**src/rtl/thr_pkg.sv**
```systemverilog
package thr_pkg;

    // Command codes seen on req_cmd; the data-moving ones are throttled.
    typedef enum logic [1:0] {
        CMD_RD  = 2'd0,
        CMD_WR  = 2'd1,
        CMD_CTL = 2'd2,
        CMD_MSG = 2'd3
    } cmd_e;

    // Outcome of the admission decision for one cycle.
    typedef struct packed {
        logic take;        // request is accepted
        logic load;        // start a busy window
        logic mark_wait;   // refused because busy; remember requester
        logic fwd;         // hand to response path
    } admit_t;

    function automatic logic moves_data(cmd_e c);
        return (c == CMD_RD) || (c == CMD_WR);
    endfunction

    function automatic bit is_pow2(int unsigned v);
        return (v != 0) && ((v & (v - 1)) == 0);
    endfunction

    function automatic int unsigned bits_for(int unsigned v);
        return (v < 2) ? 1 : $clog2(v + 1);
    endfunction

endpackage

```
**src/rtl/thr_duration.sv**
```systemverilog
module thr_duration
    import thr_pkg::*;
#(
    parameter int unsigned SIZE_W = 8,
    parameter int unsigned CPB    = 3,
    parameter int unsigned CNT_W  = 9
) (
    input  logic [SIZE_W-1:0] size,
    output logic [CNT_W-1:0]  dur,
    output logic              dur_nz
);
    localparam int unsigned CPB_W  = bits_for(CPB);
    localparam int unsigned PROD_W = SIZE_W + CPB_W;

    logic [PROD_W-1:0] prod;

    // Pick the cheapest product form for the configured rate.
    generate
        if (CPB == 0) begin : g_free
            logic unused_size;
            assign unused_size = ^size;
            assign prod = '0;
        end else if (is_pow2(CPB)) begin : g_shift
            assign prod = PROD_W'(size) << $clog2(CPB);
        end else begin : g_mult
            assign prod = PROD_W'(size) * PROD_W'(CPB);
        end
    endgenerate

    // Cap at the largest count the timer can hold.
    generate
        if (PROD_W > CNT_W) begin : g_sat
            assign dur = (|prod[PROD_W-1:CNT_W]) ? {CNT_W{1'b1}} : prod[CNT_W-1:0];
        end else begin : g_fit
            assign dur = CNT_W'(prod);
        end
    endgenerate

    assign dur_nz = |dur;

endmodule

```
**src/rtl/thr_gate.sv**
```systemverilog
module thr_gate
    import thr_pkg::*;
(
    input  logic   valid,
    input  cmd_e   cmd,
    input  logic   inhibit,
    input  logic   needs_resp,
    input  logic   busy,
    input  logic   pend,
    input  logic   dur_nz,
    output admit_t decision
);
    logic free;

    always_comb begin
        free     = !busy && !pend;
        decision = '0;
        if (valid) begin
            if (inhibit) begin
                // another agent supplies the data: swallow it
                decision.take = 1'b1;
            end else if (free) begin
                decision.take = 1'b1;
                decision.load = moves_data(cmd) && dur_nz;
                decision.fwd  = needs_resp;
            end else if (busy) begin
                decision.mark_wait = 1'b1;
            end
        end
    end

endmodule

```
**src/rtl/thr_timer.sv**
```systemverilog
module thr_timer #(
    parameter int unsigned CNT_W = 9
) (
    input  logic             clk,
    input  logic             rst,
    input  logic             load,
    input  logic [CNT_W-1:0] load_val,
    output logic             busy
);
    logic [CNT_W-1:0] cnt_q;

    always_ff @(posedge clk) begin
        if (rst) begin
            cnt_q <= '0;
        end else if (load) begin
            cnt_q <= load_val;
        end else if (cnt_q != '0) begin
            cnt_q <= cnt_q - 1'b1;
        end
    end

    assign busy = (cnt_q != '0);

endmodule

```
**src/rtl/thr_retry.sv**
```systemverilog
module thr_retry (
    input  logic clk,
    input  logic rst,
    input  logic busy,
    input  logic mark_wait,
    output logic pend,
    output logic retry
);
    logic pend_q;

    always_ff @(posedge clk) begin
        if (rst) begin
            pend_q <= 1'b0;
        end else if (mark_wait) begin
            pend_q <= 1'b1;
        end else if (pend_q && !busy) begin
            pend_q <= 1'b0;   // retry issued this cycle
        end
    end

    assign pend  = pend_q;
    assign retry = pend_q && !busy;

endmodule

```
**src/rtl/throttle_admit.sv**
```systemverilog
module throttle_admit
    import thr_pkg::*;
#(
    parameter int unsigned SIZE_W = 8,
    parameter int unsigned CPB    = 3,
    parameter int unsigned CNT_W  = 9
) (
    input  logic              clk,
    input  logic              rst,
    input  logic              req_valid,
    input  logic [1:0]        req_cmd,
    input  logic [SIZE_W-1:0] req_size,
    input  logic              req_inhibit,
    input  logic              req_needs_resp,
    output logic              req_accept,
    output logic              retry_pulse,
    output logic              busy,
    output logic              fwd_valid,
    output logic [1:0]        fwd_cmd,
    output logic [SIZE_W-1:0] fwd_size
);
    logic [CNT_W-1:0] dur;
    logic             dur_nz;
    logic             pend;
    admit_t           dec;
    cmd_e             cmd;

    assign cmd = cmd_e'(req_cmd);

    thr_duration #(.SIZE_W(SIZE_W), .CPB(CPB), .CNT_W(CNT_W)) u_dur (
        .size   (req_size),
        .dur    (dur),
        .dur_nz (dur_nz)
    );

    thr_gate u_gate (
        .valid      (req_valid),
        .cmd        (cmd),
        .inhibit    (req_inhibit),
        .needs_resp (req_needs_resp),
        .busy       (busy),
        .pend       (pend),
        .dur_nz     (dur_nz),
        .decision   (dec)
    );

    thr_timer #(.CNT_W(CNT_W)) u_timer (
        .clk      (clk),
        .rst      (rst),
        .load     (dec.load),
        .load_val (dur),
        .busy     (busy)
    );

    thr_retry u_retry (
        .clk       (clk),
        .rst       (rst),
        .busy      (busy),
        .mark_wait (dec.mark_wait),
        .pend      (pend),
        .retry     (retry_pulse)
    );

    assign req_accept = dec.take;
    assign fwd_valid  = dec.fwd;
    assign fwd_cmd    = req_cmd;
    assign fwd_size   = req_size;

endmodule

```
**config.mk**
```make
export PLATFORM = sky130hd
export DESIGN_NAME = throttle_admit
export DESIGN_NICKNAME = d
export VERILOG_FILES = /design/src/rtl/thr_pkg.sv /design/src/rtl/thr_duration.sv /design/src/rtl/thr_gate.sv /design/src/rtl/thr_timer.sv /design/src/rtl/thr_retry.sv /design/src/rtl/throttle_admit.sv
export SDC_FILE = /design/constraint.sdc
export NUM_CORES = 1
export LEC_CHECK = 0
export BUFFER_PORTS_ARGS = -buffer_cell sky130_fd_sc_hd__clkbuf_2
export CORE_UTILIZATION = 56
export CTS_CLUSTER_DIAMETER = 200
export CTS_CLUSTER_SIZE = 12
export DETAILED_ROUTE_END_ITERATION = 7
export HOLD_SLACK_MARGIN = 0.06
export PLACE_DENSITY = 0.84
export SKIP_CTS_REPAIR_TIMING = 1
export SLEW_MARGIN = 20
export SYNTH_ARGS = -nofsm -noshare
export SYNTH_HDL_FRONTEND = slang
export SYNTH_SLANG_ARGS = --single-unit
export TNS_END_PERCENT = 5
```
**constraint.sdc**
```tcl
create_clock -name clk -period 5.05 [get_ports clk]
set_input_delay 1.01 -clock clk [delete_from_list [all_inputs] [get_ports clk]]
set_output_delay 1.01 -clock clk [all_outputs]
set_load 0.1 [all_outputs]
```
==> flow_metrics.env <==
export IMPL_status="finished, final reports clean"
export IMPL_crit_required_ps=4040
export IMPL_track_usage_pct=24.7
export IMPL_synth_ff_type="dfxtp_1"
export IMPL_overflow=0
export IMPL_synth_area_um2=1120
export IMPL_final_common_cell="clkbuf_2"
export IMPL_core_area_um2=1800
export IMPL_crit_slowest_cell="clkbuf_2"
export IMPL_ant_nets=0
export IMPL_period_needed_ps=3410
export IMPL_final_nets=182
export IMPL_slew_limit_headroom_pct=63.8
export IMPL_num_fill_cells=164
export IMPL_hold_viol=0
export IMPL_cts_tree="built"
export IMPL_post_route_util_pct=66.7
export IMPL_clock_tree_htree_level_count=1
export IMPL_cp_max_fo=8
export IMPL_tightestPinTransition_ps=545
export IMPL_root_buffer="clkbuf_4"
export IMPL_num_vias=1039
export IMPL_die_area_um2=2180
export IMPL_maxCapViolCount=0
export IMPL_ys_types=46
export IMPL_clk_latency_ps=270
export IMPL_cp_slowest_stage_delay_ps=450
export IMPL_avgSynthCellArea_um2=8.03
export IMPL_gp_congestion=0.850
export IMPL_finalClockSkew_ps=4.33
export IMPL_yosysSeqAreaShare_pct=17.9
export IMPL_synthToLayoutAreaGrowth_pct=7.74
export IMPL_die_h_um=46.6
export IMPL_min_from="u_retry.pend"
export IMPL_numClockSinks=10
export IMPL_die_w_um=46.6
export IMPL_first_iter_violations=17
export IMPL_synth_seq_cells=10
export IMPL_crit_chain="inv_1 > ha_1 > nor3b_2 > nand3_2 > nor2_4 > inv_2 > nor2_1 > and3_1 > clkbuf_2"
export IMPL_rows=15
export IMPL_syn_nets=165
export IMPL_setup_worst_path_class="reg -> out"
export IMPL_vias_per_cell=5.80
export IMPL_drcViolationCount=0
export IMPL_final_cell_mix="26 x clkbuf_2, 14 x nor2_1, 11 x a21oi_1, 10 x ha_1, 10 x dfxtp_1"
export IMPL_leakagePower_nw=0.576
export IMPL_netlist_area_leader_share_pct=17.9
export IMPL_start_util_pct=61.9
export IMPL_startpoint="u_timer.cnt_q[0]"
export IMPL_clk_path_buf_depth=2
export IMPL_grt_pass1_wl_um=3810
export IMPL_fin_area_um2=1200
export IMPL_synth_edff_count=0
export IMPL_antenna_found_initial=0
export IMPL_dp_hpwl_um=1920
export IMPL_num_antenna_cells=0
export IMPL_port_buffers=26
export IMPL_fin_crit_sh_pct=67.5
export IMPL_wl_um=2350
export IMPL_end_kind="primary output"
export IMPL_min_path_type="reg -> reg"
export IMPL_r2r_start="u_timer.cnt_q[0]"
export IMPL_setup_violations_final=0
export IMPL_ys_top_cells_by_area="dfxtp_1 18%, ha_1 11%, buf_4 6.7%"
export IMPL_finalMaxSlewViolations=0
export IMPL_grt_pass1_vias=945
export IMPL_peakVddDrop_mv=0.349
export IMPL_routedWlPerCell_um=13.1
export IMPL_setup_tns_ps=0
export IMPL_grt_max_degree=12
export IMPL_yosysWarnings=0
export IMPL_rsz0062_at_grt="false"
export IMPL_synthArstFlopShare_pct=0
export IMPL_netlist_instances=139
export IMPL_io_pins=29
export IMPL_cts_buffers=3
export IMPL_cp_start_kind="register"
export IMPL_fmax_mhz=293
export IMPL_cp_data_arrival_time_ps=2400
export IMPL_place_area_um2=1180
export IMPL_clk_pin_slew_ps=60
export IMPL_yosysTopAreaCell="dfxtp_1"
export IMPL_drtPass1Iterations=4
export IMPL_powerDensity_nw_per_um2=515
export IMPL_drive_above_1_share_pct=26.6
[cell families (layout without fill, tap and decap cells)]
family	Yosys count	count (layout)	share of synthesized area, %
AOI/OAI and AO/OA	40	40	24.9
and+or+nand+nor	43	43	23.0
xor gates and xnor gates	9	9	7.06
DFF	10	10	17.9
adders and majority gates	11	11	13.0
muxes	2	2	2.02
buffers and inverters	24	39	12.1
[cells in the mapped netlist (2+ instances only)]
cell and n:
dfxtp_1 10, buf_4 10, o31ai_1 2, inv_1 9, nand3_1 4, and3_1 2
o21ai_0 3, a21boi_1 2, a31oi_1 3, ha_1 10, and3b_1 2, xor2_1 3
xnor2_1 6, and2_1 3, a21o_1 6, mux2_2 2, nor3_1 5, nor2b_1 2
a21oi_1 11, nand2_1 2, clkbuf_1 2, a211oi_1 3, nor2_1 14
[worst max-delay path, delay by kind of cell (launching register included)]
kind                       cells  cell delay [ps]
and+or+nand+nor                5              980
DFF                            1              340
adders and majority gates      1              180
buffers and inverters          3              630
[flip-flops by register name, summed over array words and instances (netlist names)]
| register | count |
|---|---|
| u_retry.pend | 1 |
| u_timer.cnt_q | 9 |
[area by class of cell]
class                   instances  area [um^2]  share of cell area (%)
clock buffers                   3         22.5                    1.87
repair buffers                 26          130                    10.8
inverters                      10         37.5                    3.12
multi-input cells             105          781                    64.9
well taps                      25         31.3                    2.60
flip-flops and latches         10          200                    16.6
[through the flow]
stage / power [mW] / instances / hold slack, ps / setup slack [ps]
6_report: 0.619 / 179 / 516 / 1640
5_1_grt: 0.665 / 179 / 572 / 1430
4_1_cts: 0.618 / 179 / 522 / 1640
3_5_place_dp: 0.557 / 176 / 513 / 1600
3_3_place_gp: 0.547 / 176 / 510 / 1690
2_1_floorplan: 0.494 / 139 / 490 / 1740
[routing by layer]
metal	part of all wire, %	GRT usage (%)
met5	0	0
met4	3.8	13.7
met3	5.1	4.31
met2	50	45.6
met1	41	25.8
[power by group]
part / switching [mW] / internal [mW] / total [mW]
sequential: 0.0296 / 0.111 / 0.141
clock: 0.0269 / 0.0275 / 0.0545
combinational: 0.276 / 0.148 / 0.424
total: 0.332 / 0.287 / 0.619
[final timing paths]
| kind | slack, ps | depth (start not counted) | endpoint |
|---|---|---|---|
| max | 1640 | 9 | fwd_valid |
| min | 520 | 2 | u_retry.pend |
| max reg2reg | 2410 | 10 | u_timer.cnt_q[1] |
| min reg2reg | 520 | 2 | u_retry.pend |
No activity file was read; power rests on OpenSTA's default activity.
